**src/rtl/ecap_pkg.sv**
```systemverilog
// Package ecap_pkg
// Shared types for the edge capture unit.
// Assumes: polarity encoding 0 = falling, 1 = rising.
package ecap_pkg;

    typedef enum logic {
        POL_FALL = 1'b0,
        POL_RISE = 1'b1
    } edge_pol_e;

    // Settings held by the configuration register.
    typedef struct packed {
        edge_pol_e pol;
        logic      irq_en;
    } ecap_cfg_t;

endpackage

```
**src/rtl/ecap_sync.sv**
```systemverilog
// Module ecap_sync
// Brings the asynchronous pin into the clock domain through STAGES flops.
// It also produces an arm signal that rises once every stage, plus the
// edge detector's previous-sample flop, holds a sample taken after reset.
// Assumes: STAGES >= 2; synchronous active-low reset.
module ecap_sync #(
    parameter int STAGES = 2
) (
    input  logic clk,
    input  logic rst_n,
    input  logic pin_i,
    output logic lvl_o,
    output logic armed_o
);
    localparam int VLD_W = STAGES + 1;

    logic [STAGES-1:0] sh_q;
    logic [VLD_W-1:0]  vld_q;

    // Shift the raw pin through the synchronizer chain.
    always_ff @(posedge clk) begin
        if (!rst_n) sh_q <= '0;
        else        sh_q <= {sh_q[STAGES-2:0], pin_i};
    end

    // Track how many post-reset samples have entered the pipeline.
    always_ff @(posedge clk) begin
        if (!rst_n) vld_q <= '0;
        else        vld_q <= {vld_q[VLD_W-2:0], 1'b1};
    end

    assign lvl_o   = sh_q[STAGES-1];
    assign armed_o = vld_q[VLD_W-1];
endmodule

```
**src/rtl/ecap_edge.sv**
```systemverilog
// Module ecap_edge
// Compares the synchronized level with the previous sample and flags a
// transition in the selected direction.
// Assumes: the input level is already synchronous; armed gates out
// samples left over from reset.
module ecap_edge
    import ecap_pkg::*;
(
    input  logic      clk,
    input  logic      rst_n,
    input  logic      lvl_i,
    input  logic      armed_i,
    input  edge_pol_e pol_i,
    output logic      hit_o
);
    logic prev_q;
    logic rise;
    logic fall;

    // Remember the level seen on the previous cycle.
    always_ff @(posedge clk) begin
        if (!rst_n) prev_q <= 1'b0;
        else        prev_q <= lvl_i;
    end

    // Decode the transition direction and qualify it by polarity.
    always_comb begin
        rise  = lvl_i & ~prev_q;
        fall  = ~lvl_i & prev_q;
        hit_o = armed_i & ((pol_i == POL_RISE) ? rise : fall);
    end
endmodule

```
**src/rtl/ecap_latch.sv**
```systemverilog
// Module ecap_latch
// Holds the counter value taken at the most recent qualifying transition.
// Assumes: hit is a one-cycle pulse. Deliberately has no reset, so a
// value survives a reset of the rest of the block.
module ecap_latch #(
    parameter int CNT_W = 16
) (
    input  logic             clk,
    input  logic             hit_i,
    input  logic [CNT_W-1:0] count_i,
    output logic [CNT_W-1:0] cap_o
);
    logic [CNT_W-1:0] cap_q;

    // Load the counter on every qualifying transition, flag or not.
    always_ff @(posedge clk) begin
        if (hit_i) cap_q <= count_i;
    end

    assign cap_o = cap_q;
endmodule

```
**src/rtl/ecap_flag.sv**
```systemverilog
// Module ecap_flag
// Status flag and interrupt gating. A set from a transition outranks
// a clear strobe in the same cycle.
// Assumes: synchronous active-low reset clears the flag.
module ecap_flag (
    input  logic clk,
    input  logic rst_n,
    input  logic hit_i,
    input  logic clr_i,
    input  logic irq_en_i,
    output logic flag_o,
    output logic irq_o
);
    logic flag_q;

    // Set on a transition, otherwise clear on the strobe.
    always_ff @(posedge clk) begin
        if (!rst_n)     flag_q <= 1'b0;
        else if (hit_i) flag_q <= 1'b1;
        else if (clr_i) flag_q <= 1'b0;
    end

    // Request an interrupt only while enabled.
    always_comb begin
        flag_o = flag_q;
        irq_o  = flag_q & irq_en_i;
    end
endmodule

```
**src/rtl/edge_capture_unit.sv**
```systemverilog
// Module edge_capture_unit
// Top of the input capture block. Synchronizes the event pin, detects the
// configured transition, latches the counter and drives flag and interrupt.
// Assumes: CNT_W is even (split into two equal halves), SYNC_STAGES >= 2.
module edge_capture_unit
    import ecap_pkg::*;
#(
    parameter int CNT_W       = 16,
    parameter int SYNC_STAGES = 2
) (
    input  logic              clk,
    input  logic              rst_n,
    input  logic              cap_pin,
    input  logic [CNT_W-1:0]  count_i,
    input  logic              cfg_we,
    input  logic              cfg_rise,
    input  logic              cfg_irq_en,
    input  logic              flag_clr,
    output logic [CNT_W/2-1:0] cap_hi,
    output logic [CNT_W/2-1:0] cap_lo,
    output logic              cap_flag,
    output logic              cap_irq
);
    localparam int BYTE_W = CNT_W / 2;

    ecap_cfg_t        cfg_q;
    logic             lvl;
    logic             armed;
    logic             hit;
    logic [CNT_W-1:0] cap_val;

    // Configuration register: polarity and interrupt enable.
    always_ff @(posedge clk) begin
        if (!rst_n)      cfg_q <= '{pol: POL_FALL, irq_en: 1'b0};
        else if (cfg_we) cfg_q <= '{pol: edge_pol_e'(cfg_rise), irq_en: cfg_irq_en};
    end

    ecap_sync #(.STAGES(SYNC_STAGES)) u_sync (
        .clk     (clk),
        .rst_n   (rst_n),
        .pin_i   (cap_pin),
        .lvl_o   (lvl),
        .armed_o (armed)
    );

    ecap_edge u_edge (
        .clk     (clk),
        .rst_n   (rst_n),
        .lvl_i   (lvl),
        .armed_i (armed),
        .pol_i   (cfg_q.pol),
        .hit_o   (hit)
    );

    ecap_latch #(.CNT_W(CNT_W)) u_latch (
        .clk     (clk),
        .hit_i   (hit),
        .count_i (count_i),
        .cap_o   (cap_val)
    );

    ecap_flag u_flag (
        .clk      (clk),
        .rst_n    (rst_n),
        .hit_i    (hit),
        .clr_i    (flag_clr),
        .irq_en_i (cfg_q.irq_en),
        .flag_o   (cap_flag),
        .irq_o    (cap_irq)
    );

    // Present the held value as two bytes.
    always_comb begin
        cap_hi = cap_val[CNT_W-1:BYTE_W];
        cap_lo = cap_val[BYTE_W-1:0];
    end
endmodule

```
**config.mk**
```make
export PLATFORM = sky130hd
export DESIGN_NAME = edge_capture_unit
export DESIGN_NICKNAME = d
export VERILOG_FILES = /design/src/rtl/ecap_pkg.sv /design/src/rtl/ecap_sync.sv /design/src/rtl/ecap_edge.sv /design/src/rtl/ecap_latch.sv /design/src/rtl/ecap_flag.sv /design/src/rtl/edge_capture_unit.sv
export SDC_FILE = /design/constraint.sdc
export NUM_CORES = 1
export LEC_CHECK = 0
export CAP_MARGIN = 20
export CORE_ASPECT_RATIO = 0.9
export CORE_UTILIZATION = 50
export DETAILED_ROUTE_END_ITERATION = 16
export DONT_BUFFER_PORTS = 1
export SLEW_MARGIN = 20
export SYNTH_ARGS = -nofsm -noshare
export SYNTH_HDL_FRONTEND = slang
export SYNTH_SLANG_ARGS = --single-unit
```
**constraint.sdc**
```tcl
create_clock -name clk -period 1.4 [get_ports clk]
set_clock_uncertainty 0.05 [all_clocks]
set_input_delay 0.28 -clock clk [delete_from_list [all_inputs] [get_ports clk]]
set_output_delay 0.28 -clock clk [all_outputs]
set_load 0.005 [all_outputs]
```
==> After elaboration in Yosys (flattened, before gate mapping) <==
Cells that the tools add are included.
{ "totals": {"ff_bits": 25, "wordCells": 19} }
{ "classes": {"bitwise": 6, "reduce_logical": 1, "mux": 4} }
{ "op_table": {"columns": ["operator", "n"], "rows": [
  ["$and A1 B1 Y1", 4],
  ["$mux W1", 4],
  ["$not A1 Y1", 2],
  ["$reduce_bool A2 Y1", 1]
]} }

==> Logic depth before layout (Yosys ltp) <==
{ "depth": {"ltp_word": 5, "depth_mapped": 2} }

==> Modules after synthesis <==
A second synthesis with hierarchy kept.
{ "unflattened": {"cells_unflattened": 40, "area_unflattened_um2": 777.0} }
{ "modules_own_cells": {"columns": ["module", "cells_each", "area_per_inst_um2", "seq_area_each_um2", "n_inst"], "rows": [
  ["ecap_latch", 16, 480.5, 480.5, 1],
  ["ecap_sync", 9, 125.1, 100.1, 1],
  ["edge_capture_unit", 6, 72.6, 40.0, 1],
  ["ecap_edge", 5, 50.0, 20.0, 1],
  ["ecap_flag", 4, 48.8, 20.0, 1]
]} }

==> Worst setup path before layout <==
Ideal clock, no wire load.
{ "synth_path": {"kind": "register -> register", "startpoint": "reg u_edge.prev_q", "endpoint": "reg u_latch.cap_q[0], in the netlist u_latch.cap_o[0] (enable)", "stages_incl_launch_ff": 3, "arrival_time_ps": 907, "slack_ps": 71, "t_required_ps": 978, "cell_sequence": "dfxtp_1 > nand4b_1 > nand2_1"} }
{ "synth_via": {"elab_chain_cells": 4, "elab_cells_between_ends": 5, "cone_classes": "mux (1); bitwise (4)"} }
{ "synth_lines": {"columns": ["item", "line", "source"], "rows": [
  ["start, declared", "ecap_edge.sv:16", "logic prev_q;"],
  ["start signal, assigned", "ecap_edge.sv:23", "else prev_q <= lvl_i;"],
  ["$not A1 Y1", "ecap_edge.sv:28", "rise = lvl_i & ~prev_q;"],
  ["$and A1 B1 Y1", "ecap_edge.sv:28", null],
  ["$mux W1 *", "ecap_edge.sv:30", "hit_o = armed_i & ((pol_i == POL_RISE) ? rise : fall);"],
  ["$and A1 B1 Y1 *", "ecap_edge.sv:30", null],
  ["via hit", "edge_capture_unit.sv:29", "logic hit;"],
  ["end signal, assigned", "ecap_latch.sv:17", "if (hit_i) cap_q <= count_i;"],
  ["end, declared", "ecap_latch.sv:13", "logic [CNT_W-1:0] cap_q;"]
]} }
Mark *: on every way through the listed nets, which the timed path passes. The rest lies on a longest branch.
A chain may end at the register's enable or synchronous reset.

==> Worst setup path in the final report <==
{ "layout_path": {"startpoint": "reg u_edge.prev_q", "endpoint": "reg u_latch.cap_q[14], in the netlist u_latch.cap_o[14] (enable)"} }
The elaborated chain is that of the path after synthesis.

==> results_dict.tcl <==
set metrics [dict create \
    status "finished with violations" \
    violations "DRC" \
    drv_cap 0 \
    synth_cell_type_count 12 \
    netlist_area_sq_um 790 \
    power.leakage_nw 0.364 \
    first_pass_iters 9 \
    setup_viol 0 \
    synth-seq-area-share 0.837 \
    syn-num-nets 64 \
    multiInputGateArea_sq_um 125 \
    grt_use_total 0.114 \
    synth_top_area_share 0.609 \
    wl_microns 1220 \
    netlist_top_cells_area "edfxtp_1, dfxtp_1, and2_1, nand4bb_4, mux2i_1" \
    detail_route.vias_per_cell 5.23 \
    grt_pass1_wl_microns 1320 \
    area_growth_pct 29.8 \
    port_buffers 0 \
    dieHeight_microns 39.7 \
    netlist_instances 41 \
    cts_buffers 3 \
    hold_slack_ps 48.9 \
    ys_ff_latch 25 \
    hold_class "in -> reg" \
    core_sq_um 1460 \
    vias 408 \
    drt_iter0_markers 11 \
    setup_tns_ps 0 \
    antenna_cells 0 \
    grt_max_degree 17 \
    max-vdd-ir-drop_mv 0.711 \
    drive_gt1_frac 0.111 \
    path_clk_slew_ps 110 \
    die_w_microns 43.9 \
    final_common_cell "dlygate4sd3_1" \
    grt_pass1_vias 341 \
    fin_nets 87 \
    rows 13 \
    power_density_nw_per_um2 1120 \
    critPathLaunch "u_edge.prev_q$_SDFF_PN0_" \
    drtAntennaViolNets 0 \
    relSlewSlack 0.919 \
    worst_pin_slew_ps 118 \
    r2r-start "u_edge.prev_q$_SDFF_PN0_" \
    drv_slew 0 \
    most-common-layout-cells "dlygate4sd3_1, edfxtp_1, dfxtp_1, and2_1, clkbuf_4" \
    root_buffer "clkbuf_4" \
    clk_latency_ps 290 \
    layout_min_cycle_time_ps 1200 \
    wl_per_cell_microns 15.6 \
    drc 3 \
    tritoncts "built" \
    rr_endpoint "u_latch.cap_o[14]$_DFFE_PP_" \
    fin_crit_sh 0.859 \
    max_freq_mhz 831 \
    rrSetupSlack_ps 200 \
    start_util 0.539 \
    io_pins 41 \
    grt_setup_unrepaired "no" \
    ctsHtreeMaxLevel 1 \
    clk_path_buf_depth 2 \
    arrival_ps 1170 \
    reg2reg_depth 3 \
    grt_antenna_before_repair 0 \
    grt.overflow.total 0 \
    end_kind "flop" \
    fp.dieArea_sq_um 1740 \
    synth.yosys.warnings 0 \
    numClockSinks 25 \
    post_cts_resize_count 0 \
    postSynthAreaPerCell_sq_um 19.3 \
    endpoint "u_latch.cap_o[14]$_DFFE_PP_" \
    fill_cells 111 \
    final-hold-violation-count 0 \
    synth_top_area_cell "edfxtp_1" \
    total_power_mw 1.14 \
    ff_latch_area_sq_um 661 \
    critPathRequiredTime_ps 1370 \
    gp_routability_congestion 0.763 \
    cp-start-kind "flop" \
    criticalPathCategory "reg -> reg" \
    crit_path_max_fanout 16 \
]
==> logic make-up after synthesis <==
| group | synth area share |
|---|---|
| and+or+nand+nor | 0.117 |
| DFF | 0.837 |
| buffers and inverters | 0.00475 |
| AOI/OAI and AO/OA | 0.0158 |
| muxes | 0.0254 |
==> power breakdown <==
group,switching [mW],internal [mW]
Sequential,0.00669,0.796
Clock,0.175,0.111
Combinational,0.0129,0.0426
Total,0.195,0.949
==> routing by layer <==
layer  part of all wire  routed length [microns]  GRT usage  vias up
met4                  0                        0     0.0455        0
met2               0.57                      696      0.194       26
met3               0.11                      130     0.0876        0
met5                  0                        0          0        -
met1               0.32                      393      0.104      191
li1                   -                        -          -      191
==> cell usage after synthesis (all sizes together) <==
| cell type | count |
|---|---|
| edfxtp | 16 |
| dfxtp | 9 |
| and2 | 6 |
| mux2i | 2 |
| nor2 | 2 |
| a31oi | 1 |
| inv | 1 |
| nand2 | 1 |
| nand2b | 1 |
| nand4b | 1 |
| nand4bb | 1 |
==> flip-flops by register name, indices dropped and copies added (netlist names) <==
name / count
u_latch.cap_o: 16
cfg_q: 2
u_sync.vld_q: 3
u_edge.prev_q: 1
u_flag.flag_o: 1
u_sync.sh_q: 2
==> critical path: stages, from the launching register on <==
cell	delay (ps)
dfxtp_1	350
nand4b_1	230
nand2_1	140
buf_12	160
==> what timing repair did <==
item,in CTS,in global routing
hold buffers,1,16
endpoints found under the hold margin,1,16
buffers inserted,0,0
==> worst min path at each step <==
stage                                  endpoint  depth (start not counted)   startpoint
finish                u_sync.sh_q[0]$_SDFF_PN0_                          1        rst_n
global route          u_sync.sh_q[1]$_SDFF_PN0_                          1        rst_n
CTS                 u_latch.cap_o[10]$_DFFE_PP_                          0  count_i[10]
detailed placement      u_sync.vld_q[0]$_DFF_P_                          0        rst_n
global placement        u_sync.vld_q[0]$_DFF_P_                          0        rst_n
floorplan               u_sync.vld_q[0]$_DFF_P_                          0        rst_n
==> per-stage QoR <==
step / worst slack [ps] / cells / util / cell area [sq um]
after floorplan: 70.9 / 41 / - / 790
after global placement: 254 / 57 / 0.566 / 828
after detailed placement: 203 / 57 / 0.566 / 828
after CTS: 184 / 62 / 0.591 / 865
after global routing: 151 / 78 / 0.700 / 1020
final: 197 / 78 / 0.700 / 1020
==> layout make-up <==
type / count / area share
Timing Repair Buffer: 18 / 0.186
Clock buffer: 4 / 0.0256
Tap cell: 15 / 0.0183
Sequential cell: 25 / 0.645
Multi-Input combinational cell: 15 / 0.122
Inverter: 1 / 0.00366
No activity file was read; power rests on OpenSTA's default activity.
